`src/rtl/nest_irq_pkg.sv`:
```
package nest_irq_pkg;

  // Level carried by source number idx; level 0 is reserved for normal execution.
  function automatic int level_of(input int idx);
    return idx + 1;
  endfunction

  // Acceptance test: a candidate level must lie strictly above the running priority.
  function automatic bit beats(input int lvl, input int cur);
    return lvl > cur;
  endfunction

endpackage

```
`src/rtl/nest_irq_elig.sv`:
```
module nest_irq_elig #(
  parameter int NSRC = 8,
  parameter int PW   = 4
) (
  input  logic [NSRC-1:0] req,
  input  logic [NSRC-1:0] en,
  input  logic            gie,
  input  logic [PW-1:0]   cur_prio,
  output logic [NSRC-1:0] elig
);
  import nest_irq_pkg::*;

  for (genvar i = 0; i < NSRC; i++) begin : g_src
    localparam int LVL = level_of(i);
    logic above;
    assign above   = beats(LVL, int'(cur_prio));
    assign elig[i] = req[i] & en[i] & gie & above;
  end

endmodule

```
`src/rtl/nest_irq_pick.sv`:
```
module nest_irq_pick #(
  parameter int NSRC = 8,
  localparam int IW  = (NSRC > 1) ? $clog2(NSRC) : 1
) (
  input  logic [NSRC-1:0] elig,
  output logic [NSRC-1:0] onehot,
  output logic [IW-1:0]   idx,
  output logic            any
);

  // Levels rise with the source index, so the highest set index wins.
  always_comb begin
    idx = '0;
    any = 1'b0;
    for (int i = 0; i < NSRC; i++) begin
      if (elig[i]) begin
        idx = IW'(i);
        any = 1'b1;
      end
    end
  end

  always_comb begin
    onehot = '0;
    if (any) onehot[idx] = 1'b1;
  end

endmodule

```
`src/rtl/nest_irq_stack.sv`:
```
module nest_irq_stack #(
  parameter int DEPTH = 4,
  parameter int W     = 4,
  localparam int CW   = $clog2(DEPTH + 1)
) (
  input  logic         clk,
  input  logic         rst_n,
  input  logic         push,
  input  logic         pop,
  input  logic [W-1:0] din,
  output logic [W-1:0] top,
  output logic         empty,
  output logic         full
);

  logic [W-1:0] mem [DEPTH];
  logic [CW-1:0] cnt;

  assign empty = (cnt == '0);
  assign full  = (cnt == CW'(DEPTH));
  assign top   = empty ? '0 : mem[cnt - 1'b1];

  always_ff @(posedge clk or negedge rst_n) begin
    if (!rst_n) begin
      cnt <= '0;
      for (int i = 0; i < DEPTH; i++) mem[i] <= '0;
    end else if (pop && !empty) begin
      cnt <= cnt - 1'b1;
    end else if (push && !full) begin
      mem[cnt] <= din;
      cnt      <= cnt + 1'b1;
    end
  end

endmodule

```
`src/rtl/nest_irq_ctrl.sv`:
```
module nest_irq_ctrl #(
  parameter int NSRC  = 8,
  parameter int DEPTH = 4,
  localparam int PW   = $clog2(NSRC + 1),
  localparam int IW   = (NSRC > 1) ? $clog2(NSRC) : 1
) (
  input  logic            clk,
  input  logic            rst_n,
  input  logic [NSRC-1:0] irq_req,
  output logic [NSRC-1:0] irq_ack,
  input  logic            en_wr,
  input  logic [NSRC-1:0] en_wdata,
  output logic [NSRC-1:0] src_en,
  input  logic            ps_wr,
  input  logic [PW:0]     ps_wdata,
  input  logic            rfs,
  output logic [PW-1:0]   cur_prio,
  output logic            gie,
  output logic            ovf
);
  import nest_irq_pkg::*;

  // Named internal events, visible to the bound checker.
  logic [NSRC-1:0] elig_w;
  logic [NSRC-1:0] win_oh_w;
  logic [IW-1:0]   win_idx_w;
  logic            any_w;
  logic            accept_w;
  logic            pop_w;
  logic            push_full_w;
  logic [PW-1:0]   win_lvl_w;
  logic [PW-1:0]   saved_w;
  logic            stk_empty_w;
  logic            stk_full_w;

  nest_irq_elig #(.NSRC(NSRC), .PW(PW)) u_elig (
    .req      (irq_req),
    .en       (src_en),
    .gie      (gie),
    .cur_prio (cur_prio),
    .elig     (elig_w)
  );

  nest_irq_pick #(.NSRC(NSRC)) u_pick (
    .elig   (elig_w),
    .onehot (win_oh_w),
    .idx    (win_idx_w),
    .any    (any_w)
  );

  assign win_lvl_w   = PW'(level_of(int'(win_idx_w)));
  assign accept_w    = any_w && !rfs && !ps_wr;
  assign pop_w       = rfs;
  assign push_full_w = accept_w && stk_full_w;

  nest_irq_stack #(.DEPTH(DEPTH), .W(PW)) u_stack (
    .clk   (clk),
    .rst_n (rst_n),
    .push  (accept_w),
    .pop   (pop_w),
    .din   (cur_prio),
    .top   (saved_w),
    .empty (stk_empty_w),
    .full  (stk_full_w)
  );

  always_ff @(posedge clk or negedge rst_n) begin
    if (!rst_n) begin
      cur_prio <= '0;
      gie      <= 1'b0;
    end else if (rfs) begin
      gie <= 1'b1;
      if (!stk_empty_w) cur_prio <= saved_w;
    end else if (ps_wr) begin
      gie      <= ps_wdata[PW];
      cur_prio <= ps_wdata[PW-1:0];
    end else if (accept_w) begin
      gie      <= 1'b0;
      cur_prio <= win_lvl_w;
    end
  end

  always_ff @(posedge clk or negedge rst_n) begin
    if (!rst_n) begin
      irq_ack <= '0;
      src_en  <= '0;
      ovf     <= 1'b0;
    end else begin
      irq_ack <= accept_w ? win_oh_w : '0;
      if (en_wr) src_en <= en_wdata;
      if (push_full_w) ovf <= 1'b1;
    end
  end

endmodule

```
`config.mk`:
```
export PLATFORM = sky130hd
export DESIGN_NAME = nest_irq_ctrl
export DESIGN_NICKNAME = d
export VERILOG_FILES = /design/src/rtl/nest_irq_pkg.sv /design/src/rtl/nest_irq_elig.sv /design/src/rtl/nest_irq_pick.sv /design/src/rtl/nest_irq_stack.sv /design/src/rtl/nest_irq_ctrl.sv
export SDC_FILE = /design/constraint.sdc
export NUM_CORES = 1
export LEC_CHECK = 0
export BUFFER_PORTS_ARGS = -buffer_cell sky130_fd_sc_hd__buf_2
export CORE_ASPECT_RATIO = 1.25
export CORE_MARGIN = 3
export CORE_UTILIZATION = 25
export DETAILED_ROUTE_END_ITERATION = 8
export SETUP_SLACK_MARGIN = 0.5
export SYNTH_ARGS = -nofsm -noshare
export SYNTH_HDL_FRONTEND = slang
export SYNTH_HIERARCHICAL = 1
export SYNTH_SLANG_ARGS = --single-unit
```
`constraint.sdc`:
```
create_clock -name clk -period 2.5 [get_ports clk]
set_input_delay 0.375 -clock clk [delete_from_list [all_inputs] [get_ports clk]]
set_output_delay 0.375 -clock clk [all_outputs]
set_load 0.005 [all_outputs]
```
Word-level counts from Yosys, hierarchy flattened
Cells that the tools add are included.
W data, S select, Z words.
{"block": "totals", "input_bits": 26, "ff_bits": 41}
{"block": "classes", "reduce_logical": 16, "addsub": 3, "n_eq_ne": 2, "order_cmp": 13, "bitwise_logic": 27, "mux": 34}
{"operator": "$mux W4", "n": 7}
{"operator": "$and A1 B1 Y1", "n": 24}
{"operator": "$mux W3", "n": 6}
{"operator": "$bwmux W16", "n": 1}
{"operator": "$gt A3 B4 Y1 const A", "n": 4}
{"operator": "$mux W8", "n": 2}
{"operator": "$mux W1", "n": 13}
{"operator": "$bmux W4 S2", "n": 1}
{"operator": "$demux W4 S2", "n": 1}
{"operator": "$ge A4 B3 Y1 const B", "n": 2}
{"operator": "$gt A2 B4 Y1 const A", "n": 2}
{"operator": "$not A3 Y4", "n": 2}
{"operator": "$logic_and A1 B1 Y1", "n": 7}
{"operator": "$add A3 B1 Y4 const B", "n": 1}
{"operator": "$gt A1 B4 Y1 const A", "n": 1}
{"operator": "$gt A4 B4 Y1 const A", "n": 1}
{"operator": "$logic_not A1 Y1", "n": 4}
{"operator": "$lt A3 B4 Y1 const B", "n": 1}
{"operator": "$lt A4 B1 Y1 const B", "n": 1}
{"operator": "$mux W2", "n": 2}
{"operator": "$reduce_and A2 Y1", "n": 2}
{"operator": "$add A3 B1 Y3 const B", "n": 1}
{"operator": "$demux W1 S3", "n": 1}
{"operator": "$eq A3 B3 Y1 const B", "n": 1}
{"operator": "7 further kinds", "n": 7}

Depth between registers and ports, before layout
Gate-level depths: netlist (run 1).
{"block": "depth", "word_depth": 16, "ltp_mapped": 9, "depth_no_buf": 9}

Modules after synthesis
Netlist (run 1), hierarchy kept.
{"mod": "nest_irq_stack", "cells_per_inst": 79, "n_inst": 1, "area_per_inst_um2": 1136.1}
{"mod": "nest_irq_ctrl", "cells_per_inst": 72, "n_inst": 1, "area_per_inst_um2": 948.4}
{"mod": "nest_irq_pick", "cells_per_inst": 22, "n_inst": 1, "area_per_inst_um2": 143.9}
{"mod": "nest_irq_elig", "cells_per_inst": 17, "n_inst": 1, "area_per_inst_um2": 116.4}

Worst setup path after synthesis (run 1)
OpenSTA, ideal clock, no wires.
{"block": "synth_timing", "path_type": "register -> register", "from": "reg cur_prio[3]", "to": "reg u_stack/mem[3] (netlist bit)", "arrival_time_ps": 2602, "period_less_slack_ps": 2727, "required_time_ps": 2375, "path_buffers": 1, "path_stages_with_launch": 10, "path_slack_ps": -227, "cell_sequence": "dfrtp_1 > nand2b_4 > a211oi_1 > nor4_4 > nand3_1 > nor3b_2 > buf_4 > and2b_4 > nand3_4 > mux2_4"}
{"item": "from (decl)", "line_no": "nest_irq_ctrl.sv:17", "text": "output logic [PW-1:0] cur_prio,"}
{"item": "from (signal assigned)", "line_no": "nest_irq_ctrl.sv:73", "text": "if (!stk_empty_w) cur_prio <= saved_w;"}
{"item": "from (signal assigned)", "line_no": "nest_irq_ctrl.sv:76", "text": "cur_prio <= ps_wdata[PW-1:0];"}
{"item": "from (signal assigned)", "line_no": "nest_irq_ctrl.sv:79", "text": "cur_prio <= win_lvl_w;"}
{"item": "$gt A3 B4 Y1", "line_no": "nest_irq_pkg.sv:10", "text": "return lvl > cur;"}
{"item": "$and A1 B1 Y1", "line_no": "nest_irq_elig.sv:17", "text": "assign elig[i] = req[i] & en[i] & gie & above;"}
{"item": "net elig_w[5]", "line_no": "nest_irq_ctrl.sv:24", "text": "logic [NSRC-1:0] elig_w;"}
{"item": "$mux W1 (3 in series)", "line_no": "nest_irq_pick.sv:16", "text": "if (elig[i]) begin"}
{"item": "net any_w", "line_no": "nest_irq_ctrl.sv:27", "text": "logic any_w;"}
{"item": "$logic_and A1 B1 Y1 (2 in series)", "line_no": "nest_irq_ctrl.sv:52", "text": "assign accept_w = any_w && !rfs && !ps_wr;"}
{"item": "net accept_w", "line_no": "nest_irq_ctrl.sv:28", "text": "logic accept_w;"}
{"item": "$logic_and A1 B1 Y1", "line_no": "nest_irq_stack.sv:29", "text": "end else if (push && !full) begin"}
{"item": "$reduce_and A2 Y1 (no source line)"}
{"item": "to (signal, indexed assignment)", "line_no": "nest_irq_stack.sv:30", "text": "mem[cnt] <= din;"}
{"item": "to (decl)", "line_no": "nest_irq_stack.sv:16", "text": "logic [W-1:0] mem [DEPTH];"}
The timed path passes the listed nets, and every way through them passes these cells.
A chain may end at the register's enable or synchronous reset.

Worst setup path after layout (run 1)
{"block": "layout_timing", "from": "reg cur_prio[3]", "to": "reg u_stack/mem[6] (netlist bit)"}
{"item": "$gt A2 B4 Y1", "line_no": "nest_irq_pkg.sv:10"}
{"item": "$and A1 B1 Y1", "line_no": "nest_irq_elig.sv:17"}
{"item": "net elig_w[2]", "line_no": "nest_irq_ctrl.sv:24"}
{"item": "$mux W1 (6 in series)", "line_no": "nest_irq_pick.sv:16"}
{"item": "net any_w", "line_no": "nest_irq_ctrl.sv:27"}
{"item": "$logic_and A1 B1 Y1 (2 in series)", "line_no": "nest_irq_ctrl.sv:52"}
{"item": "$logic_and A1 B1 Y1", "line_no": "nest_irq_stack.sv:29"}
{"item": "$reduce_and A2 Y1 (no source line)"}
The timed path passes the listed nets, and every way through them passes these cells.

==> results by group, run 1 <==
Worst setup path
  – Critical path class: reg2reg
  – RR Endpoint: u_stack/mem[6]
  – Reg2Reg Setup Slack: 0.24 ns
  – CP arrival: 2.42 ns
  – Crit. End Element: register
  – CP Data Required Time: 2.67 ns
  – Worst Setup Start Kind: register
  – Reg-to-reg critical path startpoint: cur_prio[3]
  – CP Launch Point: cur_prio[3]
  – R2R depth: 8
  – CP max FO: 6

Logic synthesis
  – Yosys top cell area share: 0.4376
  – Yosys cell types: 54
  – Yosys warnings: 6
  – Synthesized cell area: 2345 um2
  – Largest cells by area after synthesis: dfrtp_1, mux2_4, mux2_2, mux4_2, ha_1
  – Post-synthesis cell count: 190
  – Seq/Total Area, Yosys: 0.4376
  – Post-synthesis mux area share: 0.1942
  – Syn nets: 223
  – Largest family of logic cells by synthesized area: multiplexers
  – Compound-cell area share of the yosys netlist: 0.09712
  – Number of synthesized register bits: 41
  – Adder-cell share of the synthesized area: 0.03735
  – Post-synth top area cell: dfrtp_1
  – Post-Synth Simple-Gate Area: 0.1932
  – Post-synth EDFFs: 0
  – Async set or reset register ratio after synthesis: 1.000
  – Synth Area in XOR/XNOR: 0.007471
  – Top_reg_cell synth: dfrtp_1
  – Post-Syn Area per Cell: 12.34 um2

Layout
  – Final-stage net count: 291
  – Layout cells sized above 1: 0.5174
  – Area grow syn2layout: 30.74%
  – Antenna diodes: 0

STA
  – Max Clk Rate: 443.2 MHz
  – Unrepaired setup endpoints after global routing: yes
  – Hold Vio Cnt, Final: 0
  – Max-slew violation count: 0
  – Slew headroom: 0.3829
  – Final setup vio count: 0
  – Final worst path period need: 2.256 ns
  – Setup_tns: 0 ns
  – Final Cycle Share: 0.9026
  – Fin worst setup slack: 0.2436 ns
  – Clock skew: 0.009263 ns
  – Worst-margin pin slew: 0.9256 ns

Drt
  – DRC Markers: 0
  – Initial DRC Count: 71
  – WL/cell: 14.95 um
  – Via count: 1704
  – Routed WL: 5667 um
  – Antenna viol nets, final: 0
  – Vias per cell: 4.496
  – DR pass1 iterations: 4

Pwr
  – Lkg Pwr: 1.460 nW
  – NetSw: 1.117 mW
  – Clk pwr share: 0.149
  – Max IR drop VDD: 0.2786 mV
  – Combinational power share: 0.504
  – Power Dens Cells: 977.8 nW/um2
  – Int Power: 1.880 mW
  – Sequential share of power: 0.347
  – Sw Ratio: 0.3727

Floorplanning
  – Initial core utilization: 0.2637
  – Core area: 8891 um2
  – # rows: 38
  – Overall die height: 114.3 um
  – Die X: 92.62 um
  – Boundary pin count: 48
  – Die area: 10580 um2

Global routing
  – Overflow after GRT: 0
  – Vias in the first global route: 1707
  – Initial antenna violation count: 0
  – Gr usage total: 0.1080
  – Largest net degree at the start of global routing: 42
  – First-pass GRT wire length: 9059 um

CTS
  – Root Driver: clkbuf_8
  – CTS tree: built
  – CTS sink cnt: 41
  – Worst-path clk slew: 0.08 ns
  – Worst-Skew Late Latency: 0.29 ns
  – Post-CTS Hold Fix Bufs: 0
  – Cts bufs inserted: 5
  – Max Buffers Root-to-Sink: 2
  – Htree depth: 2

Place
  – Post-DP HPWL: 4112 um
  – GPL Wtd Cong: 0.8381
  – Place WS: 0.1045 ns
  – IO buf count: 47

Status
  – Status: finished, final reports clean

Worst hold path
  – HP Class: in2async

Job
  – Max Cap Viol: 0
[worst max-delay path, cell delays in order (launching register included)]
cell and delay (ns):
dfrtp_2 0.42, nand2b_4 0.21, a2111oi_4 0.33, nor2_2 0.10
nand3_2 0.10, nor3b_4 0.26, and2b_4 0.27, nand3_4 0.13
mux2_4 0.32
[per-stage QoR]
stage / cells / instance area (um2) / total power [mW] / hold WS, ns / util
2_1_floorplan: 190 / 2435 / 1.994 / 0.07941 / -
3_3_place_gp: 358 / 2840 / 2.380 / 0.4472 / 0.3194
3_5_place_dp: 358 / 2840 / 2.388 / 0.4579 / 0.3194
4_1_cts: 374 / 3013 / 2.957 / 0.2463 / 0.3389
5_1_grt: 379 / 3065 / 3.204 / 0.2964 / 0.3448
6_report: 379 / 3065 / 2.997 / 0.2175 / 0.3448
[layout make-up]
class / count / area (um2)
well taps: 120 / 150.1
multi-input cells: 134 / 1359
clock buffers: 8 / 90.09
inverters: 6 / 22.52
flip-flops and latches: 41 / 1032
repair buffers: 70 / 411.6
fillers: 908 / 5826
[layer usage]
| layer | vias up | GRT usage | part of all wire |
|---|---|---|---|
| met5 | - | 0 | 0 |
| met4 | 0 | 0.04203 | 0.020 |
| met3 | 8 | 0.02301 | 0.035 |
| met2 | 35 | 0.1718 | 0.50 |
| met1 | 837 | 0.1438 | 0.45 |
| li1 | 824 | - | - |
[state kept, by name, summed over array words and instances (netlist names)]
name	flops
cur_prio	4
u_stack/cnt	3
gie	1
u_stack/mem	16
src_en	8
irq_ack	8
ovf	1
[how the worst max path moves through the flow]
stage	endpoint	cells after the start
after global routing	u_stack/mem[8]	8
after floorplan	u_stack/mem[0]	9
after CTS	u_stack/mem[6]	8
final	u_stack/mem[6]	8
after detailed placement	cur_prio[2]	9
after global placement	cur_prio[2]	9
[synth_stat cells, drive strengths merged (2+ instances only)]
library cell   n
and2b          3
a21oi          2
nand3          4
xnor2          2
nor3           2
nand2b         3
o311ai         3
mux4           4
ha             7
nor4           4
nand3b         3
mux2          24
buf            8
a221oi         2
nor3b          3
a2111oi        2
nor2b          7
inv            6
o21ai          3
mux2i          5
and2          11
o31ai          2
nand2          9
nor2          12
a211oi         3
dfrtp         41
[logic make-up (layout without fill, tap and decap cells)]
group,after synthesis,after routing
DFF,41,41
AOI/OAI and AO/OA,27,27
xor gates and xnor gates,2,2
buffers and inverters,15,84
and+or+nand+nor,65,65
adders and majority gates,7,7
muxes,33,33
[cell usage in the layout (no fill, tap or decap), types with 2 or more instances in the layout]
cell       n
buf_2     47
dfrtp_1   36
buf_4     22
mux2_4    16
and2_1    11
nor2_1    10
nand2_1    8
mux2_2     8
nor2b_1    7
ha_1       7
inv_1      6
clkbuf_8   6
mux2i_1    5
dfrtp_2    5
mux4_2     4
o21ai_1    3
nand3b_1   3
nand3_4    3
a21oi_1    2
xnor2_1    2
o311ai_1   2
nor2_2     2
clkbuf_1   2
nand2b_4   2
and2b_1    2
nor4_1     2
nor4_4     2
o31ai_1    2
[power groups by stage]
stage	Combinational [mW]	Sequential, mW	Clock (mW)
after floorplan	0.939	1.05	0
after global placement	1.30	1.08	0
after detailed placement	1.30	1.09	0
after global routing	1.65	1.06	0.491
after CTS	1.46	1.04	0.463
final	1.51	1.04	0.447
[timing repair]
item / CTS / global route
pin swaps: 8 / 4
setup endpoints to repair: 23 / 23
buffers inserted: 8 / 5
gates resized for setup: 8 / 2
Note: power is estimated with default switching activity, not from simulation.
==> run 2: changes to the inputs <==
--- a/config.mk
+++ b/config.mk
@@ -6,12 +6,11 @@
 export NUM_CORES = 1
 export LEC_CHECK = 0
 export BUFFER_PORTS_ARGS = -buffer_cell sky130_fd_sc_hd__buf_2
-export CORE_ASPECT_RATIO = 1.25
+export CORE_ASPECT_RATIO = 2
 export CORE_MARGIN = 3
 export CORE_UTILIZATION = 25
 export DETAILED_ROUTE_END_ITERATION = 8
 export SETUP_SLACK_MARGIN = 0.5
 export SYNTH_ARGS = -nofsm -noshare
 export SYNTH_HDL_FRONTEND = slang
-export SYNTH_HIERARCHICAL = 1
 export SYNTH_SLANG_ARGS = --single-unit
==> run 2 against run 1 <==
Against the previous run: sequential power about the same; power decreased by 2.7%; worst setup slack improved by 0.24 ns; largest power group unchanged; register-to-register slack improved by 0.24 ns; routed wire length decreased by 1.6%; fmax increased by 12%; global-route usage increased by 0.64 points; non-clock buffer count decreased by 10.
==> results by group, run 2 <==
Status
  – Status: finished, final reports clean

Job
  – Max Cap Viol: 0

Floorplanning
  – Core area: 8409 um2
  – Boundary pin count: 48
  – Overall die height: 138.3 um
  – Die X: 72.14 um
  – # rows: 47
  – Initial core utilization: 0.2601
  – Die area: 9974 um2

Pwr
  – Lkg Pwr: 1.372 nW
  – Max IR drop VDD: 0.3425 mV
  – Power Dens Cells: 1033 nW/um2

Global routing
  – First-pass GRT wire length: 8597 um
  – Initial antenna violation count: 0
  – Gr usage total: 0.1144
  – Largest net degree at the start of global routing: 42
  – Overflow after GRT: 0
  – Vias in the first global route: 1754

CTS
  – CTS sink cnt: 41
  – Worst-Skew Late Latency: 0.29 ns
  – Cts bufs inserted: 5
  – Max Buffers Root-to-Sink: 2
  – CTS tree: built
  – Post-CTS Hold Fix Bufs: 0
  – Worst-path clk slew: 0.06 ns
  – Htree depth: 2
  – Root Driver: clkbuf_16

Drt
  – Initial DRC Count: 87
  – Via count: 1664
  – Routed WL: 5575 um
  – Vias per cell: 4.880
  – Antenna viol nets, final: 0
  – DRC Markers: 0
  – WL/cell: 16.35 um
  – DR pass1 iterations: 4

Layout
  – Final-stage net count: 277
  – Largest regs: u_stack.mem: 16 flops, irq_ack: 8 flops, src_en: 8 flops
  – Area grow syn2layout: 29.18%
  – Layout cells sized above 1: 0.4568
  – Finished Cell Area: 2825 um2
  – Antenna diodes: 0
  – Max reg flops: 16
  – Largest Register: u_stack.mem
  – Most frequent cells in the layout: buf_2, dfrtp_1, nand2_1, nor2_1, buf_4
  – Commonest non-fill, non-tap cell in the layout: buf_2

Logic synthesis
  – Post-synthesis cell count: 186
  – Yosys warnings: 0
  – Synthesized cell area: 2187 um2
  – Seq/Total Area, Yosys: 0.4691
  – Syn nets: 220
  – Async set or reset register ratio after synthesis: 1.000
  – Post-synth top cells: dfrtp_1, nand2_1, nor2_1, mux2_4
  – Post-synth top area cell: dfrtp_1
  – Number of synthesized register bits: 41
  – Largest cells by area after synthesis: dfrtp_1, mux2_4, ha_1, mux2_2, mux4_2
  – Post-Syn Area per Cell: 11.76 um2
  – Most numerous cell in the Yosys netlist: dfrtp_1
  – Yosys cell types: 51
  – Top_reg_cell synth: dfrtp_1
  – Post-synth EDFFs: 0
  – Yosys top cell area share: 0.4691

STA
  – Clock skew: 0.007469 ns
  – Slew headroom: 0.3838
  – Final worst path period need: 2.019 ns
  – Max Clk Rate: 495.2 MHz
  – Final Cycle Share: 0.8077
  – Hold Vio Cnt, Final: 0
  – Unrepaired setup endpoints after global routing: yes
  – Worst-margin pin slew: 0.9243 ns
  – Max-slew violation count: 0
  – Fin worst setup slack: 0.4808 ns
  – Final setup vio count: 0
  – Setup_tns: 0 ns

Worst setup path
  – CP max FO: 4
  – CP arrival: 2.18 ns
  – Worst Setup Start Kind: register
  – Crit. End Element: register
  – Critical path class: reg2reg
  – CP Data Required Time: 2.66 ns

Place
  – Post-DP HPWL: 4171 um
  – Placement Cell Area: 2525 um2
  – IO buf count: 47
  – Place WS: 0.2556 ns
  – GPL Wtd Cong: 0.8348

Worst hold path
  – HP Class: in2async
[run 2: cell types whose count changed in the layout (fill, tap and decap cells not counted), sizes merged, moves of 3 or more]
| cell | before | now |
|---|---|---|
| buf | 70 | 60 |
| nand2 | 9 | 18 |
| and2 | 11 | 6 |
| nor2 | 12 | 17 |
| nor2b | 7 | 2 |
| mux2 | 24 | 20 |
| nor4 | 4 | 0 |
| a21oi | 2 | 5 |
| nand2b | 3 | 0 |
[run 2: final cells by class]
type	instances	area, um2
Timing Repair Buffer	60	336.6
Tap cell	98	122.6
Sequential cell	41	1031
Fill cell	851	5584
Multi-Input combinational cell	127	1162
Inverter	8	30.03
Clock buffer	7	142.6
[run 2: logic make-up after synthesis]
logic type      after synthesis  share of synthesized area
buf+inv                      18                    0.04062
xor+xnor                      2                   0.008011
flops                        41                     0.4691
compound gates               30                     0.1121
mux                          27                     0.1733
simple gates                 60                     0.1510
fa+ha+maj                     8                    0.04577
[run 2: power breakdown]
group          switching (mW)  internal [mW]  total (mW)
clock network           0.247          0.392       0.639
logic                   0.621          0.650        1.27
registers               0.169          0.839        1.01
total                    1.04           1.88        2.92
[run 2: worst paths after layout]
path,start,to,depth (start not counted),slack [ns]
max reg2reg,gie,cur_prio[1],10,0.48
min,rst_n,src_en[5],1,0.23
min in group clk,en_wdata[1],src_en[1],2,0.32
max in group asynchronous,rst_n,cur_prio[2],1,1.64
max,gie,cur_prio[1],10,0.48
min reg2reg,u_stack.mem[1],u_stack.mem[1],1,0.49
[run 2: metrics by stage]
step / instances / hold slack, ns / total power, mW / utilization
3_5_place_dp: 325 / 0.4734 / 2.123 / 0.3003
4_1_cts: 335 / 0.2596 / 2.799 / 0.3217
5_1_grt: 341 / 0.3066 / 3.091 / 0.3360
3_3_place_gp: 325 / 0.4637 / 2.100 / 0.3003
2_1_floorplan: 186 / 0.07941 / 1.808 / -
6_report: 341 / 0.2271 / 2.918 / 0.3360
[run 2: what timing repair did]
item	4_1_cts	5_1_grt
setup endpoints to repair	17	22
setup buffers	3	6
endpoints found under the hold margin	0	0
pin swaps	4	11
resized for setup	7	14
[run 2: layer usage]
metal	share of wire	vias to the layer above	GRT usage
li1	-	770	-
met1	0.32	833	0.1008
met2	0.60	48	0.2222
met3	0.051	13	0.03052
met4	0.033	0	0.05748
met5	0	-	0
[run 2: critical path, stage by stage, from the launching register on]
cell,delay (ns)
dfrtp_1,0.42
nor3b_4,0.17
a21boi_2,0.15
a32o_2,0.26
a21boi_4,0.19
inv_2,0.08
ha_4,0.21
mux2i_1,0.12
nand2_1,0.10
mux2i_1,0.14
a21oi_1,0.05
==> run 3: changes to the inputs <==
==> constraint.sdc (replaced) <==
create_clock -name clk -period 1.9 [get_ports clk]
set_input_delay 0.285 -clock clk [delete_from_list [all_inputs] [get_ports clk]]
set_output_delay 0.285 -clock clk [all_outputs]
set_load 0.005 [all_outputs]
==> run 3 against run 2 <==
Against the previous run: the flow now finishes with violations (setup timing); critical path type unchanged; sequential power rose by 29%; combinational power rose by 53%; fmax rose by 3.1%; via count rose by 5.0%; sequential share of layout area fell by 2.8 points; die area did not move; clock skew fell by 0.0062 ns; sequential cell count did not move.
==> results by group, run 3 (synthesized netlist as in run 2, its figures left out) <==
Layout
  – Most frequent cells in the layout: buf_2, dfrtp_1, buf_4, nand2_1
  – Non-Filler Instances: 361
  – Layout cells sized above 1: 0.5437
  – Largest Register: u_stack.mem
  – Commonest non-fill, non-tap cell in the layout: buf_2
  – Antenna diodes: 0
  – Max reg flops: 16
  – Largest regs: u_stack.mem: 16 flops, irq_ack: 8 flops, src_en: 8 flops
  – Post-layout util: 0.3626
  – Final-stage net count: 297
  – Area grow syn2layout: 39.42%

Worst setup path
  – Critical path class: reg2reg
  – Crit. End Element: register
  – CP Data Required Time: 2.07 ns
  – Worst Setup Start Kind: register
  – CP Launch Point: cur_prio[3]
  – Reg-to-reg critical path startpoint: cur_prio[3]
  – CP arrival: 2.13 ns
  – Reg2Reg Setup Slack: -0.06 ns
  – CP max FO: 5

STA
  – Fin worst setup slack: -0.05830 ns
  – Final Cycle Share: 1.031
  – Final setup vio count: 15
  – Slew headroom: 0.6772
  – Fin Hold WS: 0.2284 ns
  – Clock skew: 0.001274 ns
  – Final worst path period need: 1.958 ns
  – Max Clk Rate: 510.6 MHz
  – Max-slew violation count: 0
  – Hold Vio Cnt, Final: 0
  – Worst-margin pin slew: 0.4842 ns
  – Unrepaired setup endpoints after global routing: yes

Drt
  – Via count: 1748
  – WL/cell: 15.82 um
  – DR pass1 iterations: 4
  – Routed WL: 5711 um
  – Antenna viol nets, final: 0
  – Initial DRC Count: 116
  – DRC Markers: 0
  – Vias per cell: 4.842

Global routing
  – First-pass GRT wire length: 9315 um
  – Overflow after GRT: 0
  – Most used routing layer: met2
  – Grt met1 use: 0.1182
  – Met2 global-route usage: 0.2280
  – Initial antenna violation count: 0
  – Vias in the first global route: 1889
  – Grt met3 use: 0.02108
  – Largest net degree at the start of global routing: 22
  – Gr usage total: 0.1216

Floorplanning
  – Overall die height: 138.3 um
  – Boundary pin count: 48
  – Die area: 9974 um2
  – # rows: 47
  – Initial core utilization: 0.2601
  – Core area: 8409 um2
  – Die X: 72.14 um

Place
  – IO buf count: 47
  – GPL Wtd Cong: 0.8947
  – Post-DP HPWL: 4410 um
  – Place WS: -0.1862 ns
  – DP Cell Count: 346

Pwr
  – Total design power: 4.184 mW
  – Power Dens Cells: 1372 nW/um2
  – Lkg Pwr: 1.480 nW
  – Max IR drop VDD: 0.4343 mV

Status
  – Violated checks: setup timing
  – Status: complete, but fails checks

Worst hold path
  – HP Class: in2reg
  – Hold Crit Start: en_wdata[1]

CTS
  – CTS tree: built
  – CTS sink cnt: 41
  – Htree depth: 2
  – Worst-path clk slew: 0.06 ns
  – Worst-Skew Late Latency: 0.28 ns
  – Max Buffers Root-to-Sink: 2
  – Root Driver: clkbuf_16
  – Cts bufs inserted: 5

Job
  – Max Cap Viol: 0
-- run 3: changes by cell type in the layout (fill, tap and decap cells not counted), sizes merged --
cell	change
buf	+19
clkbuf	-2
bufinv	+1
clkinv	+1
dlygate4sd3	+1
-- run 3: where the power goes --
group	internal (mW)	total, mW	switching (mW)
Sequential	1.10	1.30	0.201
Clock	0.609	0.940	0.330
Combinational	1.05	1.94	0.898
-- run 3: final cells by class --
| type | count | area [um2] |
|---|---|---|
| Fill cell | 840 | 5360 |
| Tap cell | 98 | 122.6 |
| Inverter | 8 | 30.03 |
| Multi-Input combinational cell | 127 | 1207 |
| Sequential cell | 41 | 1028 |
| Timing Repair Buffer | 80 | 500.5 |
| Clock inverter | 2 | 35.03 |
| Clock buffer | 5 | 125.1 |
-- run 3: what timing repair did --
action,4_1_cts,5_1_grt
gates cloned,0,0
buffers inserted,4,3
resized for setup,25,10
setup endpoints to repair,31,31
pin swaps,14,3
hold buffers,1,0
hold endpoints to repair,19,0
-- run 3: worst max-delay path, cell delays in order, from the launching register on --
cell and delay [ns]:
dfrtp_1 0.40, and2b_4 0.32, a32oi_4 0.14, and3_4 0.20, a21oi_4 0.21, and3_4 0.27
mux2_4 0.30
-- run 3: metal layers --
layer,routed length (um),up-vias
met5,0,-
met4,222,0
met3,246,13
met2,3381,49
met1,1861,875
li1,-,811
-- run 3: per-stage QoR --
stage	cell area, um2	setup TNS (ns)
6_report	3049	-0.6286
5_1_grt	3049	-1.954
4_1_cts	2983	-0.9767
3_5_place_dp	2696	-1.413
3_3_place_gp	2696	-1.290
2_1_floorplan	2232	-0.3374
-- run 3: worst paths after layout --
| kind | cells past startpoint | to |
|---|---|---|
| min in group asynchronous | 2 | src_en[4] |
| min | 2 | src_en[1] |
| max reg2reg | 6 | u_stack.mem[2] |
| max | 6 | u_stack.mem[2] |
| min reg2reg | 1 | ovf |
| max in group asynchronous | 3 | u_stack.mem[1] |
